File: config.mk
export PLATFORM = sky130hd
export DESIGN_NAME = static_dir_predictor
export DESIGN_NICKNAME = d
export VERILOG_FILES = /design/src/rtl/static_dir_predictor.sv
export SDC_FILE = /design/constraint.sdc
export NUM_CORES = 1
export LEC_CHECK = 0
export ABC_CLOCK_PERIOD_IN_PS = 800
export BUFFER_PORTS_ARGS = -buffer_cell sky130_fd_sc_hd__buf_4
export CORE_MARGIN = 5
export CORE_UTILIZATION = 45
export CTS_CLUSTER_DIAMETER = 150
export CTS_CLUSTER_SIZE = 16
export DETAILED_ROUTE_END_ITERATION = 6
export GPL_ROUTABILITY_DRIVEN = 0
export MAX_ROUTING_LAYER = met4
export PLACE_DENSITY = 0.76
export SYNTH_ARGS = -nofsm -noshare
export SYNTH_HDL_FRONTEND = slang
export SYNTH_SLANG_ARGS = --single-unit
File: constraint.sdc
create_clock -name clk -period 0.8 [get_ports clk]
set_input_delay 0.16 -clock clk [delete_from_list [all_inputs] [get_ports clk]]
set_output_delay 0.16 -clock clk [all_outputs]
set_load 0.02 [all_outputs]
File: src/rtl/static_dir_predictor.sv
module static_dir_predictor #(
  parameter int AW   = 32,
  parameter int LW   = 4,
  parameter int NSTG = 6
) (
  input  logic            clk,
  input  logic            rst_n,
  input  logic            dec_valid,
  input  logic [1:0]      dec_kind,
  input  logic [AW-1:0]   dec_pc,
  input  logic [LW-1:0]   dec_len,
  input  logic [AW-1:0]   dec_target,
  input  logic            dyn_hit,
  input  logic            bwd_rule_en,
  output logic            sp_valid,
  output logic            sp_taken,
  output logic            redirect_valid,
  output logic [AW-1:0]   redirect_pc,
  output logic [AW-1:0]   seq_pc,
  output logic [NSTG-1:0] flush_stages
);
  localparam logic [1:0] K_NONE   = 2'b00;
  localparam logic [1:0] K_UNCOND = 2'b01;
  localparam logic [1:0] K_COND   = 2'b10;

  logic is_branch, engage, backward, taken_d;

  assign is_branch = dec_kind != K_NONE;
  assign engage    = dec_valid && is_branch && !dyn_hit;
  assign backward  = dec_target <= dec_pc;
  assign taken_d   = (dec_kind == K_UNCOND) ||
                     (dec_kind == K_COND && bwd_rule_en && backward);

  always_ff @(posedge clk or negedge rst_n) begin
    if (!rst_n) begin
      sp_valid       <= 1'b0;
      sp_taken       <= 1'b0;
      redirect_valid <= 1'b0;
      redirect_pc    <= '0;
      seq_pc         <= '0;
      flush_stages   <= '0;
    end else begin
      sp_valid       <= engage;
      sp_taken       <= engage && taken_d;
      redirect_valid <= engage && taken_d;
      redirect_pc    <= (engage && taken_d) ? dec_target : '0;
      seq_pc         <= dec_pc + AW'(dec_len);
      flush_stages   <= (engage && taken_d) ? '1 : '0;
    end
  end

  assert_flush_tracks_redirect_R8: assert property (@(posedge clk) disable iff (!rst_n)
    (flush_stages != '0) == redirect_valid);

  assert_redirect_needs_miss_R6: assert property (@(posedge clk) disable iff (!rst_n)
    $past(dyn_hit) |-> !redirect_valid && !sp_valid);

  assert_idle_no_redirect_R7: assert property (@(posedge clk) disable iff (!rst_n)
    !dec_valid |=> !redirect_valid && !sp_valid);

  assert_indirect_not_taken_R5: assert property (@(posedge clk) disable iff (!rst_n)
    (dec_valid && dec_kind == 2'b11) |=> !redirect_valid);

  assert_taken_implies_verdict_R2: assert property (@(posedge clk) disable iff (!rst_n)
    redirect_valid |-> sp_valid && sp_taken);
endmodule

# Word level (Yosys, flattened, before mapping)
# Index checks and enable logic that the tools add are counted.
# W data, S select, Z words.
# word_totals
ff_bits	72
inputBits	75
output_inout_bits	73
word_cells	19
# classes
n_addsub	1
order_cmp	1
eq_ne	2
n_mux	2
n_reduce_logical	8
# op_table
cell	n
$add A32 B4 Y32	1
$le A32 B32 Y1	1
$mux W32	1
$mux W6	1
$logic_and A1 B1 Y1	5
$eq A2 B1 Y1 const B	1
$eq A2 B2 Y1 const B	1
$reduce_bool A2 Y1	1
$logic_not A1 Y1	1
$logic_or A1 B1 Y1	1

# Depth between registers and ports, before layout
# Gate-level depths: netlist (run 1).
# logic_depth
word_depth	6
ltp_mapped	9
mapped_depth_nobuf	8

# Least setup slack after synthesis (run 1)
# No wires, ideal clock.
# synth_path
kind	input to register
startpoint	in dec_pc[0]
endpoint	reg seq_pc[26]
setup_ns	0.123
arrival_time_ns	1.569
required_time_ns	0.677
setup_slack_ns	-0.892
stages	9
n_path_buf	1
cell_sequence	ha_1 inv_1 fa_1 nor2b_1 o21a_1 o21a_1 buf_2 nand4_1 xnor2_1
# synth_between
elab_chain_len	1
# synth_rtl
item	line_no	source
start, declared	10	input logic [AW-1:0] dec_pc,
$add A32 B4 Y32	47	seq_pc <= dec_pc + AW'(dec_len);
end signal, assigned	47	
end, declared	19	output logic [AW-1:0] seq_pc,
# Every way passes these cells.

# Worst setup path in the final report (run 1)
# layout_path
startpoint	in dec_pc[6]
endpoint	reg redirect_pc[17]
# layout_between
elab_chain_len	5
# layout_rtl
item	line_no	source
$le A32 B32 Y1	30	assign backward = dec_target <= dec_pc;
$logic_and A1 B1 Y1	32	(dec_kind == K_COND && bwd_rule_en && backward);
$logic_or A1 B1 Y1	31	assign taken_d = (dec_kind == K_UNCOND) ||
$logic_and A1 B1 Y1	46	redirect_pc <= (engage && taken_d) ? dec_target : '0;
$mux W32	46	
end signal, assigned	46	
end, declared	18	output logic [AW-1:0] redirect_pc,
# Every way passes these cells.

==> impl_metrics.yaml, run 1 <==
power:
  internal_power_uw: 7085
  pwr-share-seq_pct: 34.1
  power.total_uw: 10600
  pwr-share-clk_pct: 29.6
  irDropWorstVdd_mv: 0.9425
  pwr_density_cell_nw_per_um2: 1297
  p_switching_uw: 3519
  leakage_uw: 0.003595
  combPwrFrac_pct: 36.2
  switching_share_pct: 33.18
clock_tree:
  htree_levels: 3
  path_clk_slew_ns: 0.08
  clock-sinks: 66
  ctsLongestPathBuffers: 2
  numCtsBuffers: 9
  cts_tree: "done"
  root_buffer: "clkbuf_8"
floorplanning:
  dieHeight_um: 104.2
  start_util_pct: 45.96
  die_x_um: 104.2
  num_io_pins: 148
  coreArea_um2: 8678
  die-area_um2: 10850
  rows: 34
logic_synthesis:
  synth_edf_count: 0
  ys_seq_elements: 66
  synth_top_area_share_pct: 41.41
  synthTopCellsByArea: "dfrtp_1, ha_1, o31ai_1"
  synth_xor_xnor_area_share_pct: 6.744
  async_reset_ff_share_pct: 100.0
  synthesis.area_um2: 3989
  synth_ff_type: "dfrtp_1"
  yosysWarningCount: 0
  synth_seq_area_share_pct: 41.41
  syn-num-nets: 515
  synth_compound_area_share_pct: 15.40
  yosys.area_share.simple_pct: 16.91
  ys_types: 38
  synth.largest_area_cell: "dfrtp_1"
  syn_inst: 403
  synthAdderAreaFrac_pct: 11.79
  synth_mux_area_share_pct: 0
  synth_top_family_by_area: "simple AND/OR/NAND/NOR gates"
  synth.avg_cell_area_um2: 9.898
placement:
  dpl_cell_area_um2: 6098
  hpwl_mm: 10.20
  io_buffers: 147
  detailedPlace.worstSlack_ns: -1.250
run_status:
  failed_checks: "setup timing"
  status: "finished, violations left"
global_routing:
  grt_max_degree: 37
  grt_overflow: 0
  antenna_found_initial: 0
  grt_pass1_wl_mm: 24.42
  grt_usage_pct: 29.19
  grt_pass1_vias: 4593
drt:
  via_count: 4982
  drt-total-wl_mm: 22.16
  ant_nets: 0
  via_per_inst: 6.547
  wire_per_inst_um: 29.12
  drt_iter0_markers: 371
  remaining_drc_errors: 0
  dr.pass1.iters: 5
setup_path:
  worst-setup-path-type: "in -> reg"
  end_kind: "flop"
  crit_arrival_ns: 2.07
  endpoint: "redirect_pc[17]"
  startpoint: "dec_pc[6]"
  worstPathMaxFanout: 8
  critPathRequiredTime_ns: 1.06
  critPathLaunchType: "input pin"
final_layout:
  n_fill_cell: 217
  fin_util_pct: 94.20
  syn2layout_area_growth_pct: 105.0
  multiInputGateArea_um2: 3212
  final_nets: 761
  diodes: 0
  final_cell_area_um2: 8175
  drive_gt1_share_pct: 69.07
  seq_area_um2: 1653
min_path:
  hold_class: "in -> reg"
sta:
  slew_violations: 0
  setup_slack_ns: -1.005
  setup_violations: 136
  setup_tns_ns: -65.63
  rsz0062_at_grt: "true"
  min_period_over_period_pct: 225.6
  hold_viol: 0
  max-slew-margin-rel_pct: 74.94
  fin_crit_ns: 1.805
  worst_pin_slew_ns: 0.3734
  clock.fmax_mhz: 554.0
job:
  drv_cap: 0
[layer usage]
layer | GRT usage, % | routed length [um] | vias to the layer above
met5 | - | 0 | -
met4 | 14.62 | 1639 | 0
met3 | 6.642 | 2211 | 140
met2 | 48.41 | 10600 | 482
met1 | 33.08 | 7712 | 2407
li1 | - | - | 1953
[kinds of logic after synthesis]
kind of cell	count (synthesis)
and+or+nand+nor	107
AOI/OAI and AO/OA	98
buffers and inverters	66
DFF	66
adders and majority gates	37
xor gates and xnor gates	29
[worst min-delay path by stage]
stage	start	end	slack [ns]	cells past startpoint
2_1_floorplan	rst_n	flush_stages[4]	-0.14	0
3_5_place_dp	rst_n	seq_pc[15]	0.14	2
6_report	dec_pc[10]	seq_pc[10]	0.01	2
5_1_grt	dec_pc[10]	seq_pc[10]	0.003	2
3_3_place_gp	rst_n	seq_pc[15]	0.14	2
4_1_cts	dec_pc[28]	seq_pc[28]	0.002	2
[cells in the mapped netlist, types with 2 or more instances]
library cell and n:
ha_1 36, nand3_2 8, buf_2 8, o21a_1 3
buf_4 7, a21o_1 3, nand4_4 2, xnor2_1 27
o21ai_0 32, a21oi_1 14, xnor2_2 2, nor2b_1 5
and3_1 7, nand4_1 10, nand2_1 11, clkbuf_1 11
and4_1 10, o21ai_2 2, o21ai_1 7, inv_1 37
dfrtp_1 66, nor3_1 6, o31ai_1 32, nand3_1 40
nor2_1 3, nor4_1 2
[registers in the layout, summed over array words and instances, names as in the netlist]
name          cells
seq_pc           32
flush_stages      1
sp_valid          1
redirect_pc      32
[final cells by class]
cell class | instances | share of cell area, %
Multi-Input combinational cell | 272 | 39.29
Timing Repair Buffer | 263 | 34.13
Tap cell | 108 | 1.653
Clock inverter | 2 | 0.4285
Sequential cell | 66 | 20.22
Clock buffer | 13 | 2.066
Inverter | 37 | 2.219
[per-stage QoR]
step	hold slack, ns	cells
global route	0.002890	761
CTS	0.002251	743
floorplan	-0.1356	403
detailed placement	0.1408	710
global placement	0.1399	710
finish	0.01156	761
[power by group through the flow]
stage,clock network [uW],registers (uW),logic [uW]
floorplan,0,3850,876
global placement,0,3630,2370
detailed placement,0,3630,2460
CTS,2980,3610,3050
global route,3260,3630,3970
finish,3140,3620,3840
[critical path, stage by stage]
cell and delay (ns):
buf_8 0.08, inv_4 0.04, ha_4 0.29, nand4_1 0.23
nor4_2 0.42, a31o_4 0.38, buf_12 0.18, nand3_1 0.14
o31ai_1 0.13
[timing repair]
action,in CTS,in global routing
endpoints found under the hold margin,68,1
cloned,5,7
hold buffers,3,1
endpoints found under the setup margin,135,136
gates resized for setup,140,165
buffers inserted,11,12
pin swaps,49,65
[placed cells by master (no fill, tap or decap), drive strengths merged]
cell type | Yosys | final
o211ai | 1 | 1
nor2 | 3 | 3
o21a | 3 | 3
and3 | 8 | 9
nor4 | 3 | 3
a211oi | 1 | 1
nand2 | 11 | 11
o21ai | 41 | 41
nand3 | 48 | 48
clkbuf | 12 | 20
dlygate4sd3 | 0 | 4
nand4 | 12 | 12
dfrtp | 66 | 66
fa | 1 | 1
nor3 | 6 | 6
nand3b | 1 | 1
a21oi | 15 | 15
bufinv | 0 | 1
a21o | 3 | 3
a31o | 1 | 1
buf | 17 | 252
o31ai | 32 | 32
nor2b | 5 | 5
clkinv | 0 | 1
o32ai | 1 | 1
and4 | 10 | 10
xnor2 | 29 | 29
ha | 36 | 36
inv | 37 | 37
Power figures use the tool's default switching activity.
==> run 2, diff against run 1 <==
CELL_PAD_IN_SITES_DETAIL_PLACEMENT = 1   (was not set)
CELL_PAD_IN_SITES_GLOBAL_PLACEMENT = 2   (was not set)
CORE_UTILIZATION = 26   (was 45)
PLACE_DENSITY = 0.74   (was 0.76)
==> run 2 against run 1 <==
  * The run still ends with setup timing left
  * Global-route usage shrank 9.2 points
  * Cell area fell by 0.57%
  * Clock-buffer cell count is 1 higher
  * Via count decreased by 14%
  * Sequential share of layout area up 0.12 points
  * Hold slack better by 0.019 ns
  * Sequential power barely moved
  * Fmax is 18% higher
  * Non-clock buffer count is 4 higher
  * Largest power group is now the clock network
==> impl_metrics.yaml, run 2 (synthesis gave the netlist of run 1 again) <==
final_layout:
  seq_area_um2: 1653
  drive_gt1_share_pct: 66.41
  final_cell_area_um2: 8129
  syn2layout_area_growth_pct: 103.8
  final_cell_mix: "buf_4, buf_6, dfrtp_1"
  diodes: 0
  reg_top3: "redirect_pc x32, seq_pc x32"
  final_nets: 765
  mostFrequentLayoutCell: "buf_4"
  n_fill_cell: 1549
  multiInputGateArea_um2: 3050
power:
  leakage_uw: 0.003657
  irDropWorstVdd_mv: 0.9874
  internal_power_uw: 7658
  switching_share_pct: 29.86
  pwr-share-clk_pct: 34.9
  combPwrFrac_pct: 32.0
  pwr_density_cell_nw_per_um2: 1343
  pwr-share-seq_pct: 33.1
  p_switching_uw: 3260
clock_tree:
  cts_tree: "done"
  ctsLongestPathBuffers: 2
  htree_levels: 3
  path_clk_slew_ns: 0.05
  root_buffer: "clkbuf_16"
  numCtsBuffers: 9
  clock-sinks: 66
setup_path:
  worst-setup-path-type: "in -> reg"
  end_kind: "flop"
  worstPathMaxFanout: 8
  endpoint: "redirect_pc[19]"
  crit_arrival_ns: 1.76
  critPathRequiredTime_ns: 1.03
  critPathLaunchType: "input pin"
  startpoint: "dec_target[29]"
drt:
  dr.pass1.iters: 4
  via_per_inst: 5.048
  ant_nets: 0
  remaining_drc_errors: 0
  drt_iter0_markers: 166
  drt-total-wl_mm: 18.58
  wire_per_inst_um: 21.97
  via_count: 4271
min_path:
  hold_depth: 2
  hold_class: "in -> reg"
global_routing:
  grt_pass1_wl_mm: 26.58
  antenna_found_initial: 0
  grt_max_degree: 34
  grt_usage_pct: 20.04
  grt_pass1_vias: 4675
  grt_overflow: 0
sta:
  hold_viol: 0
  clock.fmax_mhz: 651.7
  worst_pin_slew_ns: 0.3759
  max-slew-margin-rel_pct: 74.74
  setup_tns_ns: -54.63
  min_period_over_period_pct: 191.8
  slew_violations: 0
  rsz0062_at_grt: "true"
  setup_violations: 136
  setup_slack_ns: -0.7344
  fin_crit_ns: 1.534
placement:
  io_buffers: 147
  dpl_cell_area_um2: 6281
  hpwl_mm: 11.78
floorplanning:
  coreArea_um2: 15150
  die_x_um: 133.9
  die-area_um2: 17920
  rows: 45
  num_io_pins: 148
  start_util_pct: 26.34
  dieHeight_um: 133.9
job:
  drv_cap: 0
run_status:
  failed_checks: "setup timing"
  status: "finished, violations left"
==> run 2: cell types whose count changed in the layout (fill, tap and decap cells not counted), sizes merged <==
cell,before,now
clkbuf,20,18
bufinv,1,0
clkinv,1,2
dlygate4sd3,4,2
buf,252,261
==> run 2: worst min path at each step <==
stage	from	end	slack, ns
4_1_cts	dec_pc[12]	seq_pc[12]	0.02
2_1_floorplan	rst_n	flush_stages[4]	-0.14
3_3_place_gp	rst_n	redirect_pc[13]	0.007
3_5_place_dp	rst_n	redirect_pc[13]	0.006
6_report	dec_len[0]	seq_pc[0]	0.03
5_1_grt	dec_len[0]	seq_pc[0]	0.03
==> run 2: power by group through the flow <==
| stage | logic [uW] | clock network [uW] | registers (uW) |
|---|---|---|---|
| 6_report | 3490 | 3810 | 3620 |
| 3_3_place_gp | 2480 | 0 | 3630 |
| 4_1_cts | 3220 | 3900 | 3620 |
| 3_5_place_dp | 2560 | 0 | 3640 |
| 2_1_floorplan | 876 | 0 | 3850 |
| 5_1_grt | 3720 | 4050 | 3630 |
==> run 2: area by class of cell <==
class / count / area share [%]
sequential: 66 / 20.33
timing repair buffer: 267 / 33.65
inverter: 37 / 2.109
clock buffer: 14 / 3.371
tap: 188 / 2.894
multi-input combinational: 272 / 37.53
clock inverter: 2 / 0.1231
==> run 2: critical path, stage by stage <==
cell	delay, ns
buf_6	0.10
ha_4	0.27
and4_4	0.23
and4_4	0.25
nand4_1	0.15
a21oi_4	0.22
buf_12	0.15
buf_16	0.14
o31ai_1	0.08
==> run 2: metrics by stage <==
step	cells	utilization (%)	setup slack, ns	total power (uW)	hold slack, ns
after global routing	846	53.67	-0.7813	11390	0.02655
after floorplan	403	-	-0.7547	4721	-0.1356
after CTS	838	49.98	-0.6853	10740	0.02049
after detailed placement	801	41.47	-1.102	6200	0.006003
after global placement	801	41.47	-1.052	6112	0.007468
final	846	53.67	-0.7344	10920	0.03032
==> run 2: what timing repair did <==
action	CTS	global route
hold endpoints to repair	67	0
hold buffers	2	0
resized for setup	166	85
gates cloned	7	5
buffers inserted	12	6
setup endpoints to repair	135	136
pin swaps	43	41
==> run 2: layer usage <==
layer	global-route usage [%]	wire [um]	up-vias
li1	-	-	1949
met1	23.53	7299	2149
met2	34.45	9736	145
met3	4.126	1164	28
met4	6.457	382	0
met5	-	0	-
==> run 3, diff against run 2 <==
REMOVE_ABC_BUFFERS = 1   (was not set)
==> run 3 against run 2 <==
  * The run still ends with setup timing left
  * Global-route usage increased by 1.2 points
  * Clock power increased by 24%
  * Combinational power increased by 9.7%
  * Clock-buffer cell count decreased by 2
  * First-iteration DRC count increased by 54%
  * Cell count increased by 0.95%
  * Sequential share of layout area decreased by 1.5 points
  * Wire length increased by 21%
  * Critical endpoint is now redirect_pc[25]
  * Largest cell class unchanged
  * Largest power group unchanged
==> impl_metrics.yaml, run 3 (synthesis gave the netlist of run 1 again) <==
run_status:
  status: "finished, violations left"
  failed_checks: "setup timing"
power:
  pwr_density_cell_nw_per_um2: 1391
  leakage_uw: 0.003780
  combPwrFrac_pct: 31.4
  pwr-share-clk_pct: 38.9
  pwr-share-seq_pct: 29.7
  p_switching_uw: 3639
  internal_power_uw: 8536
  irDropWorstVdd_mv: 0.9903
  switching_share_pct: 29.89
sta:
  slew_violations: 0
  max-slew-margin-rel_pct: 71.88
  setup_tns_ns: -58.83
  clock.fmax_mhz: 607.3
  min_period_over_period_pct: 205.8
  worst_pin_slew_ns: 0.4218
  rsz0062_at_grt: "true"
  setup_slack_ns: -0.8467
  hold_viol: 0
  setup_violations: 135
  fin_crit_ns: 1.647
setup_path:
  cp_slowest_cell: "nor4_4"
  worstPathMaxFanout: 6
  cp_cell_sequence: "buf_8 -> inv_4 -> ha_4 -> nand4_1 -> nor4_4 -> a31o_4 -> buf_8 -> nand3_2 -> o31ai_2"
  worst-setup-path-type: "in -> reg"
  crit_family: "simple AND/OR/NAND/NOR gates"
  critPathRequiredTime_ns: 1.04
  worst_path_most_repeated_cell: "buf_8"
  crit_arrival_ns: 1.88
  slowest_delay_ns: 0.39
  end_kind: "flop"
  worst-path-buf-inv: 3
  critPathLaunchType: "input pin"
global_routing:
  grt_overflow: 0
  grt_usage_pct: 21.27
  antenna_found_initial: 0
  grt_pass1_vias: 4902
  grt_pass1_wl_mm: 28.46
  grt_max_degree: 36
floorplanning:
  rows: 45
  num_io_pins: 148
  start_util_pct: 26.34
  die_x_um: 133.9
  dieHeight_um: 133.9
  die-area_um2: 17920
  coreArea_um2: 15150
drt:
  drt-total-wl_mm: 22.48
  dr.pass1.iters: 4
  highest_layer: "met4"
  via_per_inst: 5.187
  wire_per_inst_um: 26.32
  ant_nets: 0
  wl_met1_mm: 8.736
  via_count: 4430
  drt_iter0_markers: 256
  route.met3.wl_mm: 1.048
  route.met2.wl_mm: 11.88
  remaining_drc_errors: 0
final_layout:
  syn2layout_area_growth_pct: 119.5
  multiInputGateArea_um2: 3545
  seq_area_um2: 1653
  mostFrequentLayoutCell: "buf_4"
  n_fill_cell: 1470
  drive_gt1_share_pct: 72.37
  final_nets: 773
  fin_util_pct: 57.80
  final_cell_mix: "buf_4, buf_6, dfrtp_1"
  diodes: 0
  reg_top3: "redirect_pc x32, seq_pc x32"
  final_cell_area_um2: 8755
job:
  drv_cap: 0
clock_tree:
  numCtsBuffers: 9
  path_clk_slew_ns: 0.05
  htree_levels: 3
  ctsLongestPathBuffers: 2
  cts_tree: "done"
  clock-sinks: 66
  root_buffer: "clkbuf_16"
placement:
  io_buffers: 147
  dpl_cell_area_um2: 5956
  hpwl_mm: 12.40
  detailedPlace.worstSlack_ns: -1.223
min_path:
  hold_class: "in -> reg"
## run 3: cell count changes in the layout (fill, tap and decap cells not counted), sizes merged
cell | previous run | this run
dlygate4sd3 | 2 | 1
clkbuf | 18 | 17
bufinv | 0 | 3
clkinv | 2 | 1
buf | 261 | 269
## run 3: path summary, 6_finish.rpt
kind	startpoint	end	slack, ns	cells past startpoint
worst min-delay path	dec_pc[7]	seq_pc[7]	0.02	2
worst max-delay path	dec_pc[6]	redirect_pc[25]	-0.85	9
max in group asynchronous	rst_n	redirect_pc[25]	0.24	3
min in group asynchronous	rst_n	seq_pc[0]	0.35	3
## run 3: layout make-up
type                       count  area share [%]
clock buffer                  12           2.815
clock inverter                 4           1.129
inverter                      37           1.729
multi-input combinational    272           40.49
sequential                    66           18.88
tap                          188           2.687
timing repair buffer         275           32.27
## run 3: through the flow
stage / cells / hold WS [ns] / total power [uW]
2_1_floorplan: 374 / -0.1356 / 4507
3_3_place_gp: 796 / 0.1412 / 5924
3_5_place_dp: 796 / 0.1470 / 6020
4_1_cts: 840 / 0.009223 / 11470
5_1_grt: 854 / 0.01682 / 12600
6_report: 854 / 0.01634 / 12180
## run 3: routing by layer
layer  vias up  GRT usage [%]
li1       1975              -
met5         -              -
met4         0          9.086
met1      2252          23.56
met2       155          37.45
met3        48          3.976
## run 3: timing repair
item                                    CTS  global route
buffers inserted                         20            12
hold buffers                              1             0
resized for setup                       218           196
cloned                                    7             7
endpoints found under the setup margin  136           137
hold endpoints to repair                 66             0
pin swaps                                52            82
## run 3: power groups by stage
stage	registers (uW)	clock network, uW	logic, uW
global route	3630	4970	4000
floorplan	3860	0	642
CTS	3610	4730	3120
finish	3620	4730	3830
detailed placement	3630	0	2390
global placement	3630	0	2290
